--- src/rtl/lbb_pkg.sv ---
package lbb_pkg;
  typedef enum logic [1:0] {
    SEL_ADDR = 2'd0,
    SEL_DATA = 2'd1,
    SEL_CTRL = 2'd2,
    SEL_STAT = 2'd3
  } reg_sel_e;

  typedef enum logic [1:0] {
    RES_PEND = 2'b00,
    RES_DONE = 2'b01,
    RES_FAIL = 2'b10
  } result_e;

  typedef enum logic {
    ST_IDLE = 1'b0,
    ST_WAIT = 1'b1
  } txn_state_e;
endpackage

--- src/rtl/lbb_watchdog.sv ---
module lbb_watchdog #(
  parameter int LIMIT = 1024
) (
  input  logic clk,
  input  logic rst,
  input  logic run,
  output logic expire
);
  localparam int CW = $clog2(LIMIT + 1);
  localparam logic [CW-1:0] LAST = CW'(LIMIT - 1);

  logic [CW-1:0] cnt_q;

  assign expire = run && (cnt_q == LAST);

  always_ff @(posedge clk) begin
    if (rst || !run) begin
      cnt_q <= '0;
    end else if (!expire) begin
      cnt_q <= cnt_q + 1'b1;
    end
  end


  wdog_range_chk: assert property (@(posedge clk) disable iff (rst)
    cnt_q <= LAST);


  wdog_restart_chk: assert property (@(posedge clk) disable iff (rst)
    !run |=> cnt_q == '0);
endmodule

--- src/rtl/lbb_cfg_regs.sv ---
module lbb_cfg_regs
  import lbb_pkg::*;
#(
  parameter int DW = 32,
  parameter int AW = 32
) (
  input  logic          clk,
  input  logic          rst,
  input  logic          wr_en,
  input  logic [1:0]    wr_sel,
  input  logic [DW-1:0] wr_data,
  input  logic [1:0]    rd_sel,
  output logic [DW-1:0] rd_data,
  input  logic          busy,
  input  logic          fin,
  input  result_e       fin_code,
  input  logic          cap_en,
  input  logic [DW-1:0] cap_data,
  output logic [AW-1:0] addr_q,
  output logic [DW-1:0] data_q,
  output logic          launch,
  output logic          launch_we,
  output result_e       result_q
);
  localparam int PADW = DW - AW;

  reg_sel_e wsel;
  reg_sel_e rsel;
  logic     ctrl_we_q;
  logic     idle_wr;
  logic     stat_clear;

  assign wsel       = reg_sel_e'(wr_sel);
  assign rsel       = reg_sel_e'(rd_sel);
  assign idle_wr    = wr_en && !busy;
  assign launch     = idle_wr && (wsel == SEL_CTRL);
  assign launch_we  = wr_data[0];
  assign stat_clear = idle_wr && (wsel == SEL_STAT) && (wr_data == '0);

  always_ff @(posedge clk) begin
    if (rst) begin
      addr_q <= '0;
    end else if (idle_wr && wsel == SEL_ADDR) begin
      addr_q <= wr_data[AW-1:0];
    end
  end

  always_ff @(posedge clk) begin
    if (rst) begin
      data_q <= '0;
    end else if (cap_en) begin
      data_q <= cap_data;
    end else if (idle_wr && wsel == SEL_DATA) begin
      data_q <= wr_data;
    end
  end

  always_ff @(posedge clk) begin
    if (rst) begin
      ctrl_we_q <= 1'b0;
    end else if (launch) begin
      ctrl_we_q <= launch_we;
    end
  end

  always_ff @(posedge clk) begin
    if (rst) begin
      result_q <= RES_PEND;
    end else if (fin) begin
      result_q <= fin_code;
    end else if (launch || stat_clear) begin
      result_q <= RES_PEND;
    end
  end

  generate
    if (PADW > 0) begin : g_pad
      always_ff @(posedge clk) begin
        if (rst) begin
          rd_data <= '0;
        end else begin
          unique case (rsel)
            SEL_ADDR: rd_data <= {{PADW{1'b0}}, addr_q};
            SEL_DATA: rd_data <= data_q;
            SEL_CTRL: rd_data <= {{(DW-1){1'b0}}, ctrl_we_q};
            default:  rd_data <= {{(DW-2){1'b0}}, result_q};
          endcase
        end
      end
    end else begin : g_nopad
      always_ff @(posedge clk) begin
        if (rst) begin
          rd_data <= '0;
        end else begin
          unique case (rsel)
            SEL_ADDR: rd_data <= addr_q;
            SEL_DATA: rd_data <= data_q;
            SEL_CTRL: rd_data <= {{(DW-1){1'b0}}, ctrl_we_q};
            default:  rd_data <= {{(DW-2){1'b0}}, result_q};
          endcase
        end
      end
    end
  endgenerate


  busy_addr_hold_chk: assert property (@(posedge clk) disable iff (rst)
    busy |=> $stable(addr_q));


  busy_ctrl_hold_chk: assert property (@(posedge clk) disable iff (rst)
    busy |=> $stable(ctrl_we_q));


  pend_in_flight_chk: assert property (@(posedge clk) disable iff (rst)
    busy |-> result_q == RES_PEND);
endmodule

--- src/rtl/lbb_txn_fsm.sv ---
module lbb_txn_fsm
  import lbb_pkg::*;
#(
  parameter int DW = 32
) (
  input  logic          clk,
  input  logic          rst,
  input  logic          launch,
  input  logic          launch_we,
  input  logic          lb_ack,
  input  logic          lb_err,
  input  logic [DW-1:0] lb_rdata,
  input  logic          expire,
  output logic          lb_req,
  output logic          lb_we,
  output logic          busy,
  output logic          fin,
  output result_e       fin_code,
  output logic          cap_en,
  output logic [DW-1:0] cap_data
);
  txn_state_e state_q;
  logic       acked;

  assign busy     = (state_q == ST_WAIT);
  assign acked    = busy && lb_ack;
  assign fin      = acked || expire;
  assign fin_code = (acked && !lb_err) ? RES_DONE : RES_FAIL;
  assign cap_en   = acked && !lb_err && !lb_we;
  assign cap_data = lb_rdata;

  always_ff @(posedge clk) begin
    if (rst) begin
      state_q <= ST_IDLE;
      lb_req  <= 1'b0;
      lb_we   <= 1'b0;
    end else begin
      unique case (state_q)
        ST_IDLE: begin
          if (launch) begin
            state_q <= ST_WAIT;
            lb_req  <= 1'b1;
            lb_we   <= launch_we;
          end
        end
        default: begin
          if (fin) begin
            state_q <= ST_IDLE;
            lb_req  <= 1'b0;
          end
        end
      endcase
    end
  end


  req_hold_chk: assert property (@(posedge clk) disable iff (rst)
    lb_req && !lb_ack && !expire |=> lb_req);


  req_drop_chk: assert property (@(posedge clk) disable iff (rst)
    lb_req && lb_ack |=> !lb_req);


  req_rise_chk: assert property (@(posedge clk) disable iff (rst)
    $rose(lb_req) |-> $past(launch));


  we_stable_chk: assert property (@(posedge clk) disable iff (rst)
    lb_req && $past(lb_req) |-> $stable(lb_we));
endmodule

--- src/rtl/lbus_cfg_bridge.sv ---
module lbus_cfg_bridge
  import lbb_pkg::*;
#(
  parameter int DW      = 32,
  parameter int AW      = 32,
  parameter int TIMEOUT = 1024
) (
  input  logic          clk,
  input  logic          rst,
  input  logic          cfg_wr_en,
  input  logic [1:0]    cfg_wr_sel,
  input  logic [DW-1:0] cfg_wr_data,
  input  logic [1:0]    cfg_rd_sel,
  output logic [DW-1:0] cfg_rd_data,
  output logic          lb_req,
  output logic          lb_we,
  output logic [AW-1:0] lb_addr,
  output logic [DW-1:0] lb_wdata,
  input  logic          lb_ack,
  input  logic          lb_err,
  input  logic [DW-1:0] lb_rdata
);
  logic          busy;
  logic          fin;
  result_e       fin_code;
  result_e       result_q;
  logic          cap_en;
  logic [DW-1:0] cap_data;
  logic          launch;
  logic          launch_we;
  logic          expire;

  lbb_cfg_regs #(.DW(DW), .AW(AW)) u_regs (
    .clk       (clk),
    .rst       (rst),
    .wr_en     (cfg_wr_en),
    .wr_sel    (cfg_wr_sel),
    .wr_data   (cfg_wr_data),
    .rd_sel    (cfg_rd_sel),
    .rd_data   (cfg_rd_data),
    .busy      (busy),
    .fin       (fin),
    .fin_code  (fin_code),
    .cap_en    (cap_en),
    .cap_data  (cap_data),
    .addr_q    (lb_addr),
    .data_q    (lb_wdata),
    .launch    (launch),
    .launch_we (launch_we),
    .result_q  (result_q)
  );

  lbb_txn_fsm #(.DW(DW)) u_fsm (
    .clk       (clk),
    .rst       (rst),
    .launch    (launch),
    .launch_we (launch_we),
    .lb_ack    (lb_ack),
    .lb_err    (lb_err),
    .lb_rdata  (lb_rdata),
    .expire    (expire),
    .lb_req    (lb_req),
    .lb_we     (lb_we),
    .busy      (busy),
    .fin       (fin),
    .fin_code  (fin_code),
    .cap_en    (cap_en),
    .cap_data  (cap_data)
  );

  lbb_watchdog #(.LIMIT(TIMEOUT)) u_wdog (
    .clk    (clk),
    .rst    (rst),
    .run    (busy),
    .expire (expire)
  );


  addr_stable_chk: assert property (@(posedge clk) disable iff (rst)
    lb_req && $past(lb_req) |-> $stable(lb_addr) && $stable(lb_wdata));


  abort_fail_chk: assert property (@(posedge clk) disable iff (rst)
    lb_req && expire && !lb_ack |=> !lb_req && result_q == RES_FAIL);


  result_legal_chk: assert property (@(posedge clk) disable iff (rst)
    result_q != 2'b11);
endmodule

--- config.mk ---
export PLATFORM = sky130hd
export DESIGN_NAME = lbus_cfg_bridge
export DESIGN_NICKNAME = d
export VERILOG_FILES = /design/src/rtl/lbb_pkg.sv /design/src/rtl/lbb_watchdog.sv /design/src/rtl/lbb_cfg_regs.sv /design/src/rtl/lbb_txn_fsm.sv /design/src/rtl/lbus_cfg_bridge.sv
export SDC_FILE = /design/constraint.sdc
export NUM_CORES = 1
export LEC_CHECK = 0
export BUFFER_PORTS_ARGS = -buffer_cell sky130_fd_sc_hd__buf_2
export CAP_MARGIN = 10
export CORE_MARGIN = 2
export CORE_UTILIZATION = 45
export CTS_CLUSTER_SIZE = 10
export DETAILED_ROUTE_END_ITERATION = 16
export GPL_TIMING_DRIVEN = 0
export PLACE_DENSITY = 0.77
export SYNTH_ARGS = -nofsm -noshare
export SYNTH_HDL_FRONTEND = slang
export SYNTH_SLANG_ARGS = --single-unit
--- constraint.sdc ---
create_clock -name clk -period 1.7 [get_ports clk]
set_input_delay 0.34 -clock clk [delete_from_list [all_inputs] [get_ports clk]]
set_output_delay 0.34 -clock clk [all_outputs]
set_load 0.02 [all_outputs]
==> metrics <==
first-pass GRT wire length=21.03 mm; Detail Placement HPWL=10.09 mm; Cell Area, Placed=5747 sq um; Syn. warnings=0; Final Hold Viols=0; Vias/cell=5.296; vias in the first global route=4210; largest family of logic cells by synthesized area=simple AND/OR/NAND/NOR gates; crit start category=flop; GR Overflow Total=0; nets=750; mux cell area share after synthesis=14.23%; most area-consuming cells after synthesis=dfxtp_1 48%, mux2i_1 14%, a211oi_2 8.5%, nor2_1 5.9%, nand2_1 5.6%; design internal power=5.225 mW; GRT Total Usage=24.22%; CP Max Fanout=10; Distinct cells, synth=41; P_sw=1.576 mW; Layout Skew=0.006279 ns; worst setup margin=0.05673 ns; Core Area=10280 sq um; highest metal used=met4; initial antenna violation count=2; Worst VDD drop=518.2 uV; Root Buffer=clkbuf_8; CP endpoint kind=flop; FF-to-FF Start=u_fsm.busy; wire length on met2=6.979 mm; GPL Wtd Cong=0.8727; Pins Over Slew Limit=0; hold path cells=3; setup repair bufs after CTS=0; IO Port Bufs=169; dpl ws=-0.1398 ns; commonest non-fill, non-tap cell in the layout=buf_2; Mapped Cells=488; Worst Path Required=2.07 ns; CTS Sinks=113; reg-to-reg setup timing slack=0.06 ns; Num CTS Buffers=17; # H-tree levels=4; clock share of power=49.6%; worst-skew pair later-pin latency=0.52 ns; DR WL met3=914 microns; Finished Cell Area=6347 sq um; CTS tree=done; FMAX=608.5 MHz; status=complete, no violations; largest net degree at the start of global routing=17; Die ar.=11350 sq um; FP Rows=37; Switching Fraction=23.18%; post-synthesis xor/xnor area fraction=0.5554%; final wirelength=13.78 mm; fin crit period=1.643 ns; max-cap violations=0; Avg Inst Size Synth=9.694 sq um; Synth Register Bits=113; Cell Area, Synth=4731 sq um; complex-gate fraction of the synthesized area=15.00%; worst-margin pin slew=0.7917 ns; Vias=4359; Hold Path Origin=cfg_wr_data[30]; DRC=0; ratio of final minimum period to clock period=96.66%; Routed Antenna Nets=0; die width=106.5 microns; Initial Util=46.03%; Leak=2.805 nW; Worst slew margin=47.22%; CP arrival=2.01 ns; Met1 Wirelength=5.543 mm; area share of the largest cell type after synthesis=47.82%; Logic pwr share=9.4%; adder-cell area share of the yosys netlist=0.2645%; routed length per instance=16.75 microns; Setup Crit Path Kind=reg -> reg; worst path cell trace=buf_6 -> nand2_2 -> or3_1 -> buf_4 -> buf_4 -> nor2_1 -> a211oi_2; Post-Syn Nets=562; # IOs=171; CTS max path bufs=2; Worst path most repeated cell=buf_4; simple-gate area share of the yosys netlist=16.79%; sequential share of the synthesized area=47.82%; Hold Path End=u_regs.addr_q[30]; slowest CP cell=dfxtp_1; R2R depth=7; DRT Pass-1 Iters=4; clock slew at reported path FFs=0.05 ns; pwr/cell area=1072 nW/um^2; CP peak stage delay=0.34 ns; CTS resizes=1; DR iter-0 viols=271; final setup vio count=0; Yosys top cell by area=dfxtp_1; Critical R2R Capture=u_regs.data_q[22]; Hold Path Class=in -> reg; Die Span Y=106.5 microns; hold buffers post-CTS=0; fraction of layout cells with a size suffix above 1=38.63%; most frequent cells in the layout=176 x buf_2, 113 x dfxtp_1, 70 x nand2_1; Reg power frac=41.0%; area added between synthesis and finish=34.17%
critical path: cells and delay by family, from the launching register on:
family / cells / cell delay [ns]
DFF: 1 / 0.34
AOI/OAI and AO/OA: 1 / 0.06
and+or+nand+nor: 3 / 0.54
buffers and inverters: 3 / 0.54
final cells by class:
| class | count | area [sq um] |
|---|---|---|
| tap | 136 | 170.2 |
| clock buffer | 23 | 486.7 |
| sequential | 113 | 2262 |
| multi-input combinational | 338 | 2240 |
| timing repair buffer | 169 | 845.8 |
| antenna | 1 | 2.502 |
| fill | 871 | 3930 |
| inverter | 2 | 7.507 |
| buffer | 35 | 252.7 |
| clock inverter | 6 | 80.08 |
kinds of logic after synthesis:
group,Yosys count
DFF,113
and+or+nand+nor,181
adders and majority gates,1
AOI/OAI and AO/OA,87
muxes,66
buffers and inverters,37
xor gates and xnor gates,3
synthesized netlist by cell type:
library cell / instances
a2111oi_2: 1
and3_1: 3
buf_2: 10
nor4b_2: 1
nand3b_1: 1
a311oi_1: 1
a31oi_1: 7
nand2_1: 70
mux4_2: 1
o21ai_0: 5
ha_1: 1
o32ai_1: 1
nor2b_1: 2
nand4_1: 3
and4_1: 1
xnor2_1: 3
and4bb_2: 1
dfxtp_1: 113
or4b_1: 1
nor4_1: 10
and4bb_1: 1
nor3_1: 3
a21oi_1: 37
nor2_1: 74
a211oi_2: 32
buf_6: 8
or2_2: 1
buf_8: 3
o22ai_1: 1
nand3_1: 5
buf_1: 1
inv_1: 2
buf_4: 2
a21o_1: 1
mux2i_1: 65
or3_1: 1
a31o_2: 1
nand2b_1: 1
clkbuf_1: 11
nand2_2: 1
and4b_1: 1
power by group through the flow:
stage / clock network, mW / registers [mW] / logic (mW)
final: 3.38 / 2.79 / 0.641
after global routing: 3.53 / 2.79 / 0.686
after CTS: 3.41 / 2.78 / 0.636
after detailed placement: 0 / 2.84 / 0.630
after global placement: 0 / 2.83 / 0.619
after floorplan: 0 / 2.92 / 0.282
sequential cells by signal, indices dropped and copies added, names as in the netlist:
| register | cells |
|---|---|
| u_fsm.lb_we | 1 |
| u_regs.data_q | 32 |
| u_fsm.busy | 1 |
| u_regs.ctrl_we_q | 1 |
| u_regs.result_q | 2 |
| u_fsm.lb_req | 1 |
| u_regs.rd_data | 32 |
| u_wdog.cnt_q | 11 |
| u_regs.addr_q | 32 |
how the worst max path moves through the flow:
| stage | slack [ns] | from | cells after the start | end |
|---|---|---|---|---|
| 6_report | 0.06 | u_fsm.busy | 7 | u_regs.data_q[22] |
| 5_1_grt | -0.01 | u_fsm.busy | 7 | u_regs.data_q[24] |
| 4_1_cts | 0.03 | u_fsm.busy | 7 | u_regs.data_q[25] |
| 3_5_place_dp | -0.14 | cfg_wr_data[4] | 5 | u_regs.result_q[0] |
| 3_3_place_gp | -0.08 | cfg_wr_data[4] | 5 | u_regs.result_q[0] |
| 2_1_floorplan | 0.25 | u_fsm.busy | 6 | u_regs.addr_q[1] |
metrics by stage:
stage	power (mW)	cells	setup TNS [ns]	util [%]	hold slack, ns
floorplan	3.199	488	0	-	0.4080
global placement	3.452	793	-0.1414	55.92	0.4178
detailed placement	3.469	793	-0.2740	55.92	0.4352
CTS	6.829	822	0	61.46	0.07082
global route	7.006	823	-0.05333	61.76	0.08136
finish	6.801	823	0	61.76	0.08754
metal layers:
layer | up-vias | track usage, %
met5 | - | 0
met4 | 0 | 10.30
met3 | 29 | 7.174
li1 | 2092 | -
met2 | 155 | 42.35
met1 | 2083 | 27.39
Power figures use the tool's default switching activity.
